### config.mk
export PLATFORM = sky130hd
export DESIGN_NAME = addr_window_guard
export DESIGN_NICKNAME = d
export VERILOG_FILES = /design/src/rtl/awg_pkg.sv /design/src/rtl/awg_xlate.sv /design/src/rtl/awg_ctrl.sv /design/src/rtl/addr_window_guard.sv
export SDC_FILE = /design/constraint.sdc
export NUM_CORES = 1
export LEC_CHECK = 0
export BUFFER_PORTS_ARGS = -buffer_cell sky130_fd_sc_hd__buf_4
export CORE_MARGIN = 2
export CORE_UTILIZATION = 45
export CTS_BUF_LIST = sky130_fd_sc_hd__clkbuf_4 sky130_fd_sc_hd__clkbuf_8
export DETAILED_ROUTE_END_ITERATION = 8
export PLACE_DENSITY = 0.71
export SLEW_MARGIN = 40
export SYNTH_ARGS = -nofsm -noshare
export SYNTH_HDL_FRONTEND = slang
export SYNTH_SLANG_ARGS = --single-unit
### constraint.sdc
create_clock -name clk -period 9.1 [get_ports clk]
set_clock_uncertainty 0.1 [all_clocks]
set_input_delay 0.91 -clock clk [delete_from_list [all_inputs] [get_ports clk]]
set_output_delay 0.91 -clock clk [all_outputs]
set_load 0.01 [all_outputs]
### src/rtl/awg_pkg.sv
package awg_pkg;
    typedef enum logic [1:0] {
        ST_IDLE = 2'd0,
        ST_RUN  = 2'd1,
        ST_HALT = 2'd2
    } awg_state_t;
endpackage

### src/rtl/awg_xlate.sv
module awg_xlate #(
    parameter int BND_W  = 18,
    parameter int GRAN_W = 4,
    localparam int ADDR_W = BND_W + GRAN_W
) (
    input  logic [BND_W-1:0]  base_i,
    input  logic [BND_W-1:0]  limit_i,
    input  logic [ADDR_W-1:0] rel_i,
    output logic [ADDR_W-1:0] abs_o,
    output logic              viol_o
);
    logic [ADDR_W-1:0] base_abs;
    logic [ADDR_W-1:0] limit_abs;

    always_comb begin
        base_abs  = {base_i,  {GRAN_W{1'b0}}};
        limit_abs = {limit_i, {GRAN_W{1'b0}}};
        abs_o     = base_abs + rel_i;
        viol_o    = (abs_o < base_abs) || (abs_o >= limit_abs);
    end
endmodule

### src/rtl/awg_ctrl.sv
module awg_ctrl
    import awg_pkg::*;
(
    input  logic clk,
    input  logic rst_n,
    input  logic ctx_load,
    input  logic req_valid,
    input  logic viol,
    output logic accept
);
    awg_state_t state_q, state_d;

    always_ff @(posedge clk or negedge rst_n) begin
        if (!rst_n) state_q <= ST_IDLE;
        else        state_q <= state_d;
    end

    always_comb begin
        state_d = state_q;
        unique case (state_q)
            ST_IDLE: if (ctx_load) state_d = ST_RUN;
            ST_RUN: begin
                if (ctx_load)                    state_d = ST_RUN;
                else if (req_valid && viol)      state_d = ST_HALT;
            end
            ST_HALT: if (ctx_load) state_d = ST_RUN;
            default: state_d = ST_IDLE;
        endcase
    end

    always_comb begin
        accept = 1'b0;
        unique case (state_q)
            ST_IDLE: accept = 1'b0;
            ST_RUN:  accept = req_valid && !ctx_load;
            ST_HALT: accept = 1'b0;
            default: accept = 1'b0;
        endcase
    end
endmodule

### src/rtl/addr_window_guard.sv
module addr_window_guard #(
    parameter int BND_W  = 18,
    parameter int GRAN_W = 4,
    localparam int ADDR_W = BND_W + GRAN_W
) (
    input  logic              clk,
    input  logic              rst_n,
    input  logic              ctx_load,
    input  logic [BND_W-1:0]  ctx_base,
    input  logic [BND_W-1:0]  ctx_limit,
    input  logic              flag_clear,
    input  logic              req_valid,
    input  logic              req_is_fetch,
    input  logic [ADDR_W-1:0] req_rel_addr,
    output logic              rsp_valid,
    output logic              mem_req,
    output logic [ADDR_W-1:0] mem_addr,
    output logic              task_end,
    output logic              prog_range_err,
    output logic              oper_range_err
);
    logic [BND_W-1:0]  base_q, limit_q;
    logic [ADDR_W-1:0] abs_addr;
    logic              viol, accept;

    awg_xlate #(.BND_W(BND_W), .GRAN_W(GRAN_W)) u_xlate (
        .base_i (base_q),
        .limit_i(limit_q),
        .rel_i  (req_rel_addr),
        .abs_o  (abs_addr),
        .viol_o (viol)
    );

    awg_ctrl u_ctrl (
        .clk      (clk),
        .rst_n    (rst_n),
        .ctx_load (ctx_load),
        .req_valid(req_valid),
        .viol     (viol),
        .accept   (accept)
    );

    always_ff @(posedge clk or negedge rst_n) begin
        if (!rst_n) begin
            base_q  <= '0;
            limit_q <= '0;
        end else if (ctx_load) begin
            base_q  <= ctx_base;
            limit_q <= ctx_limit;
        end
    end

    always_ff @(posedge clk or negedge rst_n) begin
        if (!rst_n) begin
            rsp_valid      <= 1'b0;
            mem_req        <= 1'b0;
            mem_addr       <= '0;
            task_end       <= 1'b0;
            prog_range_err <= 1'b0;
            oper_range_err <= 1'b0;
        end else begin
            rsp_valid <= accept;
            mem_req   <= accept && !viol;
            task_end  <= accept && viol;
            if (accept) mem_addr <= abs_addr;
            prog_range_err <= (accept && viol && req_is_fetch)
                           || (prog_range_err && !flag_clear);
            oper_range_err <= (accept && viol && !req_is_fetch)
                           || (oper_range_err && !flag_clear);
        end
    end
endmodule

==> summary.txt, run 1 <==
Clock tree
  • # Post-CTS Setup Buffers: 0
  • Count of hold-fix buffers inserted at cts: 0
  • Clock buffer count from CTS: 9
  • Number of buffers on the longest clock path: 2
  • TritonCTS clock tree: done
  • Clock insertion delay at the later pin of the skew report: 0.35 ns
  • Buffer type at the clock tree root: sky130_fd_sc_hd__clkbuf_8
  • CTS sink cnt: 65
  • Deepest level of the CTS H-tree: 3
  • Clk slew on worst S/H paths: 0.08 ns
  • Count of instances resized after the clock tree is built: 0

Timing
  • Minimum clock period: 4.36 ns
  • Setup violations, final: 0
  • Unrepaired setup endpoints after global routing: false
  • Max_slew headroom: 57.8%
  • Number of failing hold endpoints at the final stage: 0
  • Tightest Pin Transition: 0.631 ns
  • Final-report max-slew violation count: 0
  • Setup TNS after final layout: 0 ns
  • Achievable frequency: 0.230 GHz
  • Final Cycle Share: 47.9%

Logic synthesis
  • Synthesized area divided by synthesized cell count: 9.20 sq um
  • Asr flop ratio synth: 100%
  • Sequential element share of the synthesized area: 41.1%
  • Simple-gate portion of the synthesized area: 13.4%
  • Synth Warn #: 0
  • Xor and xnor area share after synthesis: 3.76%
  • Synthesized-area fraction occupied by ao, oa, aoi and oai cells: 16.4%
  • Number of flops mapped to enable cells by yosys: 0
  • Post-synthesis register bit count: 65
  • Most frequently used flop master after synthesis: sky130_fd_sc_hd__dfrtp_1
  • Distinct cell type count of the synthesized netlist: 45
  • Syn Std Cell Area: 0.00396 sq mm
  • Adder-cell share of the synthesized area: 16.6%
  • Post-Syn Instances: 430
  • Proportion of synthesized area in mux cells: 3.51%
  • Main combinational cell family by area after synthesis: adder cells
  • Net count after synthesis: 546

Finish
  • Layout Area Growth over Synthesis: 25.2%
  • Share of final-layout standard cells stronger than drive strength 1: 23.3%
  • Finished layout cell area: 0.00495 sq mm
  • Filler cell count in the final layout: 784
  • # nets final: 635
  • Filler-free cell count of the finished design: 632
  • Core occupancy in the finished layout: 57.3%
  • Total inserted antenna cells: 0

Setup path
  • Critical register-to-register path endpoint: prog_range_err
  • Crit path kind: primary input to register
  • CP Launch Point: req_rel_addr[8]
  • Register-to-Register Setup Slack: 5.04 ns
  • Worst Path Required: 9.24 ns
  • Largest driver fanout on the critical path: 6
  • Origin of the critical flop-to-flop path: base_q[4]
  • Type of element launching the critical path: primary input
  • Arrival time of data at the critical path endpoint: 4.50 ns
  • Endpoint kind of the worst setup timing path: register
  • Reg2Reg Depth: 14

Power and ir drop
  • Total power draw: 1.13 mW
  • Power per cell area: 228 mW/mm^2
  • Worst ir drop on vdd: 95.9 uV
  • Leakage power: 2.54 nW

Hold path
  • Worst Hold End: mem_addr[2]
  • Hold Path Origin: mem_addr[2]
  • Worst hold-check path type: register to register
  • Number of cells on the worst hold path: 2

Drt
  • Via total after detailed routing: 3263
  • Detailed-router iteration count before antenna repair: 4
  • Remaining antenna violation count after routing: 0
  • Total length of routed wires: 9560 um
  • Mean routed wirelength per cell: 15.1 um
  • Via/cell ratio: 5.16
  • Initial drt markers: 106
  • Remaining routing DRC violations: 0

Flow run
  • Number of violations of the max-capacitance limit: 0

Floorplan
  • Area of the core region: 0.00864 sq mm
  • Number of placement rows: 34
  • Top-level port count: 91
  • Starting Density: 45.8%
  • DIE HEIGHT: 97.8 um
  • Die width: 97.8 um
  • Total die area: 0.00956 sq mm

Placement
  • Placed Cells: 616
  • Weighted congestion at the end of routability-driven global placement: 0.884
  • Buffers on Ports: 90
  • Total cell area at the placement stage: 0.00472 sq mm
  • Post-detailed-placement half-perimeter wirelength: 7320 um

GRT
  • Most crowded layer after global routing: met2
  • Global-route wire length before repair: 16500 um
  • Vias in the first global route: 3460
  • Combined global-route utilization of all metal layers: 21.4%
  • Maximum number of pins on one net before global-route repair: 73
  • Met1 layer usage reported by global route: 28.5%
  • Global-route congestion overflow total: 0
  • Met2 routing resource usage after global routing: 35.4%
  • Met3 track demand over resource: 3.72%
  • Initial antenna violation count: 0

Outcome
  • Status: completed
==> report_power, final <==
| part | switching [mW] | internal [mW] | total [mW] |
|---|---|---|---|
| clock network | 0.120 | 0.163 | 0.283 |
| logic | 0.232 | 0.213 | 0.445 |
| registers | 0.0420 | 0.359 | 0.401 |
| total | 0.394 | 0.735 | 1.13 |
==> worst max-delay path by stage <==
| stage | cells past startpoint | endpoint | slack [ns] |
|---|---|---|---|
| after floorplan | 14 | prog_range_err | 5.09 |
| after global placement | 15 | prog_range_err | 4.37 |
| after detailed placement | 15 | prog_range_err | 4.38 |
| after CTS | 15 | prog_range_err | 4.73 |
| after global routing | 15 | u_ctrl.state_q[0] | 4.37 |
| final | 15 | prog_range_err | 4.74 |
==> cell usage after synthesis (all sizes together), types with 3 or more instances <==
cell type | number | area, sq um
a31oi | 4 | 25.0
clkbuf | 10 | 37.5
nor2b | 5 | 31.3
mux2 | 12 | 139
ha | 51 | 638
nand2 | 81 | 304
o21ai | 48 | 240
and2 | 4 | 25.0
nor3 | 3 | 15.0
o21a | 3 | 22.5
a21o | 9 | 67.6
nand4 | 5 | 31.3
nor2 | 10 | 37.5
nand3 | 5 | 25.0
a21oi | 27 | 135
xnor2 | 9 | 78.8
dfrtp | 65 | 1630
xor2 | 8 | 70.1
inv | 41 | 154
==> worst max-delay path, cell delays in order <==
cell and delay, ns:
sky130_fd_sc_hd__buf_4 0.11, sky130_fd_sc_hd__ha_1 0.35, sky130_fd_sc_hd__a21oi_1 0.28, sky130_fd_sc_hd__nand2_1 0.09, sky130_fd_sc_hd__a31oi_1 0.35, sky130_fd_sc_hd__o41a_1 0.30, sky130_fd_sc_hd__nand2_1 0.09, sky130_fd_sc_hd__xor2_1 0.38
sky130_fd_sc_hd__ha_1 0.33, sky130_fd_sc_hd__a21oi_1 0.16, sky130_fd_sc_hd__nor2_1 0.06, sky130_fd_sc_hd__a2111oi_0 0.36, sky130_fd_sc_hd__nor2_1 0.07, sky130_fd_sc_hd__a211o_1 0.36, sky130_fd_sc_hd__a32o_1 0.28
==> cells in the final DEF, fill, tap and decap left out, types with 2 or more instances in the layout <==
cell                        netlist  final
sky130_fd_sc_hd__nor3_1           3      3
sky130_fd_sc_hd__a31oi_1          4      4
sky130_fd_sc_hd__nor2b_1          5      5
sky130_fd_sc_hd__ha_1            51     51
sky130_fd_sc_hd__o21a_1           3      3
sky130_fd_sc_hd__o21ai_0         46     46
sky130_fd_sc_hd__mux2_2          11     11
sky130_fd_sc_hd__and3_1           2      2
sky130_fd_sc_hd__a211oi_1         2      2
sky130_fd_sc_hd__a21oi_1         27     27
sky130_fd_sc_hd__nand4_1          5      5
sky130_fd_sc_hd__nand3_1          5      5
sky130_fd_sc_hd__bufinv_16        0      2
sky130_fd_sc_hd__xor2_1           8      8
sky130_fd_sc_hd__clkinv_2         0      2
sky130_fd_sc_hd__nand2_1         81     81
sky130_fd_sc_hd__and4_1           2      2
sky130_fd_sc_hd__o21ai_1          2      2
sky130_fd_sc_hd__clkbuf_8         0     10
sky130_fd_sc_hd__and2_1           4      4
sky130_fd_sc_hd__a22o_1           2      2
sky130_fd_sc_hd__xnor2_1          9      9
sky130_fd_sc_hd__a2111oi_0        2      2
sky130_fd_sc_hd__inv_1           41     41
sky130_fd_sc_hd__a21o_1           9      9
sky130_fd_sc_hd__buf_4            0     89
sky130_fd_sc_hd__nor2_1          10     10
sky130_fd_sc_hd__nand2b_1         2      2
sky130_fd_sc_hd__dfrtp_1         65     65
==> metal layers <==
| layer | part of all wire (%) | vias up |
|---|---|---|
| met5 | 0 | - |
| met4 | 2.1 | 0 |
| met3 | 4.6 | 18 |
| met2 | 46 | 85 |
| met1 | 47 | 1508 |
| li1 | - | 1652 |
==> registers in the layout, indices dropped and copies added (netlist names), 2 cells and up <==
register,cells
mem_addr,22
base_q,18
limit_q,18
u_ctrl.state_q,2
==> per-stage QoR <==
step	worst slack [ns]	hold slack, ns
after floorplan	5.09	0.354
after global placement	4.37	0.363
after detailed placement	4.38	0.377
after CTS	4.73	0.396
after global routing	4.37	0.418
final	4.74	0.388
==> logic make-up (layout without fill, tap and decap cells) <==
| family | count (synthesis) | after routing |
|---|---|---|
| AOI/OAI and AO/OA | 108 | 108 |
| xor gates and xnor gates | 17 | 17 |
| adders and majority gates | 52 | 52 |
| buffers and inverters | 54 | 148 |
| DFF | 65 | 65 |
| muxes | 12 | 12 |
| and+or+nand+nor | 122 | 122 |
==> area by class of cell <==
type / instances / area [sq um] / share of cell area, %
well taps: 108 / 135 / 2.73
inverters: 42 / 159 / 3.21
clock inverters: 6 / 90.1 / 1.82
multi-input cells: 311 / 2120 / 42.9
repair buffers: 90 / 679 / 13.7
clock buffers: 10 / 138 / 2.78
flip-flops and latches: 65 / 1630 / 32.8
Power figures use the tool's default switching activity.
==> inputs of run 2 (changes only) <==
--- a/config.mk
+++ b/config.mk
@@ -10,7 +10,7 @@
 export CORE_UTILIZATION = 45
 export CTS_BUF_LIST = sky130_fd_sc_hd__clkbuf_4 sky130_fd_sc_hd__clkbuf_8
 export DETAILED_ROUTE_END_ITERATION = 8
-export PLACE_DENSITY = 0.71
+export PLACE_DENSITY = 0.73
 export SLEW_MARGIN = 40
 export SYNTH_ARGS = -nofsm -noshare
 export SYNTH_HDL_FRONTEND = slang
==> constraint.sdc (replaced) <==
create_clock -name clk -period 3.75 [get_ports clk]
set_clock_uncertainty 0.1 [all_clocks]
set_input_delay 0.375 -clock clk [delete_from_list [all_inputs] [get_ports clk]]
set_output_delay 0.375 -clock clk [all_outputs]
set_load 0.01 [all_outputs]
==> run 2 against run 1 <==
Effect of this change: worst hold slack worse by 0.26 ns; global-route usage is 0.64 points higher; register-to-register slack worse by 5.0 ns; sequential cell count stayed put; wire length is 7.6% higher; sequential power is 140% higher; combinational power grew to 2.8 times the previous value; power grew to 2.6 times the previous value.
==> summary.txt, run 2 (synthesized netlist as in run 1, its figures left out) <==
Clock tree
  • Clock insertion delay at the later pin of the skew report: 0.35 ns (about the same)
  • TritonCTS clock tree: done (unchanged)
  • Deepest level of the CTS H-tree: 3 (unchanged)
  • Clk slew on worst S/H paths: 0.09 ns (was 0.08 ns)
  • CTS sink cnt: 65 (unchanged)
  • Clock buffer count from CTS: 9 (unchanged)
  • Number of buffers on the longest clock path: 2 (unchanged)
  • Buffer type at the clock tree root: sky130_fd_sc_hd__clkbuf_8 (unchanged)

Setup path
  • Kind of cell adding the most delay to the critical path: compound AO/OA/AOI/OAI gates (unchanged)
  • CP bufs+invs: 2 (was 1)
  • Crit path max-delay cell type: sky130_fd_sc_hd__dfrtp_1 (was sky130_fd_sc_hd__xor2_1)
  • Slowest stage delay, CP: 0.39 ns (was 0.38 ns)
  • Endpoint kind of the worst setup timing path: register (unchanged)
  • Register-to-Register Setup Slack: 0.06 ns (was 5.04 ns)
  • Crit path kind: register to register (was primary input to register)
  • Worst Path Required: 3.89 ns (was 9.24 ns)
  • Arrival time of data at the critical path endpoint: 3.83 ns (was 4.50 ns)
  • Type of element launching the critical path: register (was primary input)
  • Largest driver fanout on the critical path: 6 (unchanged)
  • Cell Chain, Critical Path: ha_4 -> inv_2 -> fa_2 -> nor2b_4 -> o211ai_1 -> a31oi_2 -> a41oi_2 -> and2_1 -> xnor2_1 -> buf_4 -> ha_1 -> and4_1 -> o21ai_0 -> a211o_1 -> a32o_1 (was buf_4 -> ha_1 -> a21oi_1 -> nand2_1 -> a31oi_1 -> o41a_1 -> nand2_1 -> xor2_1 -> ha_1 -> a21oi_1 -> nor2_1 -> a2111oi_0 -> nor2_1 -> a211o_1 -> a32o_1)

Finish
  • Most common cell after layout, fill and taps aside: sky130_fd_sc_hd__buf_4 (unchanged)
  • Max reg flops: 22 (unchanged)
  • Leading cell types in the layout, fill and taps excluded: sky130_fd_sc_hd__buf_4 (128), sky130_fd_sc_hd__nand2_1 (81), sky130_fd_sc_hd__dfrtp_1 (65) (was sky130_fd_sc_hd__buf_4 (89), sky130_fd_sc_hd__nand2_1 (81), sky130_fd_sc_hd__dfrtp_1 (65))
  • # nets final: 675 (was 635)
  • Total inserted antenna cells: 0 (unchanged)
  • Layout Area Growth over Synthesis: 36.8% (was 25.2%)
  • Register with the most flip-flops: mem_addr (unchanged)
  • Registers with the most flip-flops: mem_addr (22), base_q (18), limit_q (18) (unchanged)
  • Share of final-layout standard cells stronger than drive strength 1: 31.9% (was 23.3%)

Floorplan
  • Top-level port count: 91 (unchanged)
  • Starting Density: 45.8% (unchanged)
  • Die width: 97.8 um (unchanged)
  • Total die area: 0.00956 sq mm (unchanged)
  • DIE HEIGHT: 97.8 um (unchanged)
  • Number of placement rows: 34 (unchanged)
  • Area of the core region: 0.00864 sq mm (unchanged)

Power and ir drop
  • Proportion of power drawn by flip-flops and latches: 32.5% (was 35.5%)
  • Combinational power share: 42.0% (was 39.4%)
  • Net switching share of the total power: 34.3% (was 34.9%)
  • Switching pwr: 1.02 mW (was 394 uW)
  • Leakage power: 2.76 nW (was 2.54 nW)
  • Clock network fraction of design power: 25.6% (was 25.1%)
  • Total internal power: 1.96 mW (was 735 uW)
  • Power per cell area: 551 mW/mm^2 (was 228 mW/mm^2)
  • Worst ir drop on vdd: 274 uV (was 95.9 uV)

Placement
  • Buffers on Ports: 90 (unchanged)
  • Post-detailed-placement half-perimeter wirelength: 7620 um (was 7320 um)
  • Worst slack, placed: -0.186 ns (was 4.38 ns)
  • Weighted congestion at the end of routability-driven global placement: 0.850 (was 0.884)

Timing
  • Tightest Pin Transition: 0.624 ns (was 0.631 ns)
  • Unrepaired setup endpoints after global routing: true (was false)
  • Final Worst Setup Slack: 0.0565 ns (was 4.74 ns)
  • Achievable frequency: 0.271 GHz
  • Max_slew headroom: 58.4% (was 57.8%)
  • Number of failing hold endpoints at the final stage: 0 (unchanged)
  • Final-report max-slew violation count: 0 (unchanged)
  • Setup TNS after final layout: 0 ns (unchanged)
  • Minimum clock period: 3.69 ns
  • Final Cycle Share: 98.5%
  • Setup violations, final: 0 (unchanged)

Outcome
  • Status: completed (unchanged)

Flow run
  • Number of violations of the max-capacitance limit: 0 (unchanged)

GRT
  • Combined global-route utilization of all metal layers: 22.1% (was 21.4%)
  • Vias in the first global route: 3605 (was 3460)
  • Initial antenna violation count: 0 (unchanged)
  • Global-route congestion overflow total: 0 (unchanged)
  • Maximum number of pins on one net before global-route repair: 72 (was 73)
  • Global-route wire length before repair: 17000 um (was 16500 um)

Drt
  • Remaining routing DRC violations: 0 (unchanged)
  • Total length of routed wires: 10300 um (was 9560 um)
  • Mean routed wirelength per cell: 15.3 um (was 15.1 um)
  • Via/cell ratio: 5.19 (was 5.16)
  • Remaining antenna violation count after routing: 0 (unchanged)
  • Detailed-router iteration count before antenna repair: 4 (unchanged)
  • Initial drt markers: 145 (was 106)
  • Via total after detailed routing: 3487 (was 3263)

Hold path
  • Worst hold-check path type: primary input to register (was register to register)
## run 2: final cells by class
cell class / instances / area, sq um
multi-input combinational: 311 / 2260
inverter: 42 / 158
fill: 728 / 3230
clock inverter: 7 / 128
sequential: 65 / 1630
tap: 108 / 135
timing repair buffer: 130 / 982
clock buffer: 9 / 124
## run 2: final timing paths
kind                         startpoint             end  cells after the start
setup / recovery              base_q[0]  prog_range_err                     15
hold / removal             ctx_limit[8]      limit_q[8]                      3
setup reg to reg              base_q[0]  prog_range_err                     15
hold reg to reg             mem_addr[2]     mem_addr[2]                      2
max in group asynchronous         rst_n       base_q[1]                      2
min in group asynchronous         rst_n    mem_addr[10]                      2
## run 2: layer usage
layer	global-route usage (%)	part of all wire, %	wire length [um]	vias up
met5	0	0	0	-
met4	9.83	2.6	266	0
met3	4.65	5.7	583	22
met2	35.2	47	4880	110
met1	29.1	44	4560	1617
li1	-	-	-	1738
## run 2: worst register-to-register path, cell delays in order, from the launching register on
cell and delay (ns):
sky130_fd_sc_hd__dfrtp_1 0.39, sky130_fd_sc_hd__ha_4 0.16, sky130_fd_sc_hd__inv_2 0.04, sky130_fd_sc_hd__fa_2 0.37
sky130_fd_sc_hd__nor2b_4 0.16, sky130_fd_sc_hd__o211ai_1 0.13, sky130_fd_sc_hd__a31oi_2 0.28, sky130_fd_sc_hd__a41oi_2 0.18
sky130_fd_sc_hd__and2_1 0.20, sky130_fd_sc_hd__xnor2_1 0.14, sky130_fd_sc_hd__buf_4 0.15, sky130_fd_sc_hd__ha_1 0.26
sky130_fd_sc_hd__and4_1 0.21, sky130_fd_sc_hd__o21ai_0 0.11, sky130_fd_sc_hd__a211o_1 0.39, sky130_fd_sc_hd__a32o_1 0.30
## run 2: metrics by stage
step	total power [mW]	cells	hold WS, ns	util, %	cell area (sq um)
3_3_place_gp	2.12	651	0.360	57.7	4980
2_1_floorplan	1.60	430	-0.0206	-	3960
4_1_cts	2.93	667	0.0467	60.8	5250
5_1_grt	3.19	672	0.122	62.6	5410
3_5_place_dp	2.16	651	0.364	57.7	4980
6_report	2.98	672	0.124	62.6	5410
## run 2: power by group through the flow
stage | Sequential [mW] | Clock, mW | Combinational, mW
final | 0.968 | 0.763 | 1.25
after global routing | 0.992 | 0.805 | 1.40
after CTS | 0.968 | 0.766 | 1.20
after detailed placement | 0.981 | 0 | 1.18
after global placement | 0.975 | 0 | 1.14
after floorplan | 1.02 | 0 | 0.580
## run 2: repair_timing
item,in CTS,in global routing
endpoints found under the hold margin,0,65
endpoints found under the setup margin,5,6
buffers inserted,0,4
pin swaps,5,15
hold buffers,0,1
resized for setup,5,22
==> inputs of run 3 (changes only) <==
--- a/config.mk
+++ b/config.mk
@@ -10,8 +10,9 @@
 export CORE_UTILIZATION = 45
 export CTS_BUF_LIST = sky130_fd_sc_hd__clkbuf_4 sky130_fd_sc_hd__clkbuf_8
 export DETAILED_ROUTE_END_ITERATION = 8
-export PLACE_DENSITY = 0.73
+export PLACE_DENSITY = 0.72
 export SLEW_MARGIN = 40
 export SYNTH_ARGS = -nofsm -noshare
 export SYNTH_HDL_FRONTEND = slang
+export SYNTH_HIERARCHICAL = 1
 export SYNTH_SLANG_ARGS = --single-unit
==> run 3 against run 2 <==
Effect of this change: clock power fell by 16%; cell area rose by 3.1%; non-clock buffer count fell by 23; sequential share of layout area fell by 0.90 points; sequential cell count did not move; die area rose by 11%; via count fell by 7.9%; combinational power rose by 9.6%; synthesized cell count fell by 11%; maximum frequency rose by 2.8%; critical path depth rose by 2; worst hold slack improved by 0.031 ns.
==> summary.txt, run 3 <==
Logic synthesis
  • Asr flop ratio synth: 100% (unchanged)
  • Syn Std Cell Area: 0.00439 sq mm (was 0.00396 sq mm)
  • Area share of the leading cell type in the synthesized netlist: 37.1% (was 41.1%)
  • Number of flops mapped to enable cells by yosys: 0 (unchanged)
  • Synth Warn #: 6 (was 0)
  • Sequential element share of the synthesized area: 37.1% (was 41.1%)
  • Post-Syn Instances: 382 (was 430)
  • Top area cells in the synthesized netlist: sky130_fd_sc_hd__dfrtp_1 (37%), sky130_fd_sc_hd__mux2_4 (17%), sky130_fd_sc_hd__ha_1 (15%) (was sky130_fd_sc_hd__dfrtp_1 (41%), sky130_fd_sc_hd__ha_1 (16%), sky130_fd_sc_hd__nand2_1 (7.7%))
  • Post-synthesis register bit count: 65 (unchanged)
  • Net count after synthesis: 498 (was 546)
  • Most frequently used flop master after synthesis: sky130_fd_sc_hd__dfrtp_1 (unchanged)
  • Most instantiated library cell after synthesis: sky130_fd_sc_hd__dfrtp_1 (was sky130_fd_sc_hd__nand2_1)
  • Cell type with the highest aggregate area in the netlist: sky130_fd_sc_hd__dfrtp_1 (unchanged)
  • Synthesized area divided by synthesized cell count: 11.5 sq um (was 9.20 sq um)
  • Distinct cell type count of the synthesized netlist: 47 (was 45)
  • Most frequent cells after synthesis: sky130_fd_sc_hd__dfrtp_1 (65), sky130_fd_sc_hd__ha_1 (51), sky130_fd_sc_hd__mux2_4 (49) (was sky130_fd_sc_hd__nand2_1 (81), sky130_fd_sc_hd__dfrtp_1 (65), sky130_fd_sc_hd__ha_1 (51))

Floorplan
  • Die width: 103 um (was 97.8 um)
  • Top-level port count: 91 (unchanged)
  • Starting Density: 45.5% (was 45.8%)
  • Number of placement rows: 36 (was 34)
  • Total die area: 0.0106 sq mm (was 0.00956 sq mm)
  • Area of the core region: 0.00964 sq mm (was 0.00864 sq mm)
  • DIE HEIGHT: 103 um (was 97.8 um)

Clock tree
  • Number of buffers on the longest clock path: 2 (unchanged)
  • CTS sink cnt: 65 (unchanged)
  • Clock buffer count from CTS: 9 (unchanged)
  • Deepest level of the CTS H-tree: 3 (unchanged)
  • TritonCTS clock tree: done (unchanged)
  • Clk slew on worst S/H paths: 0.07 ns (was 0.09 ns)
  • Clock insertion delay at the later pin of the skew report: 0.35 ns (about the same)
  • Buffer type at the clock tree root: sky130_fd_sc_hd__clkbuf_8 (unchanged)

Setup path
  • Crit path max-delay cell type: sky130_fd_sc_hd__dfrtp_1 (unchanged)
  • Largest driver fanout on the critical path: 4 (was 6)
  • Type of element launching the critical path: register (unchanged)
  • Cell Chain, Critical Path: ha_2 -> inv_2 -> fa_2 -> nand2b_4 -> a21oi_4 -> o2111ai_4 -> a31oi_4 -> a31o_1 -> xor2_2 -> ha_1 -> nor2b_1 -> o21ai_1 -> o21ai_1 -> a211o_1 -> o211ai_1 -> a21boi_1 -> a2bb2oi_2 (was ha_4 -> inv_2 -> fa_2 -> nor2b_4 -> o211ai_1 -> a31oi_2 -> a41oi_2 -> and2_1 -> xnor2_1 -> buf_4 -> ha_1 -> and4_1 -> o21ai_0 -> a211o_1 -> a32o_1)
  • Reg2Reg Depth: 17 (was 15)
  • Cell seen most often among critical-path stages: sky130_fd_sc_hd__o21ai_1
  • Slowest stage delay, CP: 0.36 ns (was 0.39 ns)
  • Arrival time of data at the critical path endpoint: 3.72 ns (was 3.83 ns)
  • Worst Path Required: 3.88 ns (was 3.89 ns)
  • Crit path kind: register to register (unchanged)
  • Endpoint kind of the worst setup timing path: register (unchanged)

Power and ir drop
  • Power per cell area: 539 mW/mm^2 (was 551 mW/mm^2)
  • Combinational power share: 45.5% (was 42.0%)
  • Total power draw: 3.01 mW (was 2.98 mW)
  • Leakage power: 2.81 nW (was 2.76 nW)
  • Total internal power: 2.01 mW (was 1.96 mW)
  • Switching pwr: 996 uW (was 1.02 mW)
  • Clock network fraction of design power: 21.4% (was 25.6%)
  • Worst ir drop on vdd: 225 uV (was 274 uV)
  • Proportion of power drawn by flip-flops and latches: 33.2% (was 32.5%)
  • Net switching share of the total power: 33.1% (was 34.3%)

Drt
  • Mean routed wirelength per cell: 15.6 um (was 15.3 um)
  • Via total after detailed routing: 3213 (was 3487)
  • Initial drt markers: 113 (was 145)
  • Via/cell ratio: 5.14 (was 5.19)
  • Total length of routed wires: 9780 um (was 10300 um)
  • Remaining antenna violation count after routing: 0 (unchanged)
  • Detailed-router iteration count before antenna repair: 4 (unchanged)
  • Remaining routing DRC violations: 0 (unchanged)

Outcome
  • Status: completed (unchanged)

Timing
  • Tightest Pin Transition: 0.685 ns (was 0.624 ns)
  • Max_slew headroom: 54.3% (was 58.4%)
  • Achievable frequency: 0.278 GHz (was 0.271 GHz)
  • Final Worst Setup Slack: 0.158 ns (was 0.0565 ns)
  • Number of failing hold endpoints at the final stage: 0 (unchanged)
  • Minimum clock period: 3.59 ns (was 3.69 ns)
  • Setup violations, final: 0 (unchanged)
  • Tightest hold margin: 0.154 ns (was 0.124 ns)
  • Final-report max-slew violation count: 0 (unchanged)
  • Final Cycle Share: 95.8% (was 98.5%)
  • Unrepaired setup endpoints after global routing: true (unchanged)

GRT
  • Combined global-route utilization of all metal layers: 19.6% (was 22.1%)
  • Maximum number of pins on one net before global-route repair: 66 (was 72)
  • Vias in the first global route: 3354 (was 3605)
  • Global-route wire length before repair: 15900 um (was 17000 um)
  • Initial antenna violation count: 0 (unchanged)
  • Global-route congestion overflow total: 0 (unchanged)

Placement
  • Post-detailed-placement half-perimeter wirelength: 7340 um (was 7620 um)
  • Weighted congestion at the end of routability-driven global placement: 0.841 (was 0.850)
  • Total cell area at the placement stage: 0.00518 sq mm (was 0.00498 sq mm)
  • Buffers on Ports: 90 (unchanged)
  • Worst slack, placed: -0.166 ns (was -0.186 ns)

Finish
  • # nets final: 603 (was 675)
  • Max reg flops: 22 (unchanged)
  • Registers with the most flip-flops: mem_addr (22), base_q (18), limit_q (18) (unchanged)
  • Core occupancy in the finished layout: 57.9% (was 62.6%)
  • Total inserted antenna cells: 0 (unchanged)
  • Layout Area Growth over Synthesis: 27.1% (was 36.8%)
  • Share of final-layout standard cells stronger than drive strength 1: 43.5% (was 31.9%)
  • Leading cell types in the layout, fill and taps excluded: sky130_fd_sc_hd__buf_4 (105), sky130_fd_sc_hd__dfrtp_1 (65), sky130_fd_sc_hd__mux2_4 (49) (was sky130_fd_sc_hd__buf_4 (128), sky130_fd_sc_hd__nand2_1 (81), sky130_fd_sc_hd__dfrtp_1 (65))
  • Most common cell after layout, fill and taps aside: sky130_fd_sc_hd__buf_4 (unchanged)
  • Register with the most flip-flops: mem_addr (unchanged)
  • Finished layout cell area: 0.00558 sq mm (was 0.00541 sq mm)

Hold path
  • Number of cells on the worst hold path: 2 (was 3)
  • Worst hold-check path type: primary input to register (unchanged)

Flow run
  • Number of violations of the max-capacitance limit: 0 (unchanged)
[run 3: cell types whose count changed after synthesis, sizes merged, moves of 3 or more]
cell    before  now
nand3        5   10
nor2b        5    2
inv         41   44
and2         4    1
a211oi       2    8
mux2        12   58
clkbuf      10    0
buf          2   13
xor2         8    5
nand2       81   13
o21ai       48   12
[run 3: final cells by class]
type,count,area (sq um)
clock buffers,14,180
clock inverters,2,35.0
fillers,854,4060
inverters,44,165
multi-input cells,260,2590
flip-flops and latches,65,1630
well taps,133,166
repair buffers,107,810
[run 3: worst paths after layout]
path                              startpoint           endpoint  slack, ns
max                                base_q[0]  u_ctrl/state_q[0]       0.16
min                              ctx_base[2]          base_q[2]       0.15
max reg2reg                        base_q[0]  u_ctrl/state_q[0]       0.16
min reg2reg                u_ctrl/state_q[1]  u_ctrl/state_q[0]       0.41
max in group asynchronous              rst_n         base_q[17]       2.65
min in group asynchronous              rst_n          base_q[2]       0.49
[run 3: repair_timing]
action | in CTS | in global routing
endpoints found under the hold margin | 0 | 65
hold buffers | 0 | 1
setup buffers | 1 | 2
setup endpoints to repair | 4 | 6
cloned | 0 | 0
pin swaps | 3 | 20
resized for setup | 3 | 28
[run 3: per-stage QoR]
stage                     instances  TNS (ns)
final                           625         0
after global routing            625    -0.131
after CTS                       622         0
after detailed placement        605    -0.634
after global placement          605    -0.180
after floorplan                 382         0
[run 3: power by group through the flow]
| stage | Combinational [mW] | Clock, mW | Sequential, mW |
|---|---|---|---|
| after floorplan | 0.762 | 0 | 1.04 |
| after global placement | 1.26 | 0 | 1.00 |
| after detailed placement | 1.29 | 0 | 1.01 |
| after CTS | 1.31 | 0.658 | 0.996 |
| after global routing | 1.51 | 0.686 | 1.02 |
| final | 1.37 | 0.642 | 0.998 |
[run 3: kinds of logic (layout without fill, tap and decap cells)]
group	after synthesis	after routing	synth area share, %
XOR/XNOR	15	15	2.99
multiplexers	58	58	19.1
AND/OR/NAND/NOR	57	57	6.81
buffers and inverters	57	167	7.27
flip-flops	65	65	37.1
AO/OA/AOI/OAI	78	78	11.8
adder cells (fa/ha/maj)	52	52	15.0
[run 3: worst max-delay path: cells and delay by family, from the launching register on]
kind	cells	cell delay, ns
flops	1	0.36
buf+inv	1	0.04
fa+ha+maj	3	0.80
compound gates	10	1.68
xor+xnor	1	0.20
simple gates	2	0.29
[run 3: metal layers]
metal	wire length, um	track usage [%]	up-vias
met4	116	5.26	0
met3	470	4.95	10
met2	4760	32.9	78
met1	4430	25.3	1561
li1	-	-	1564
met5	0	0	-
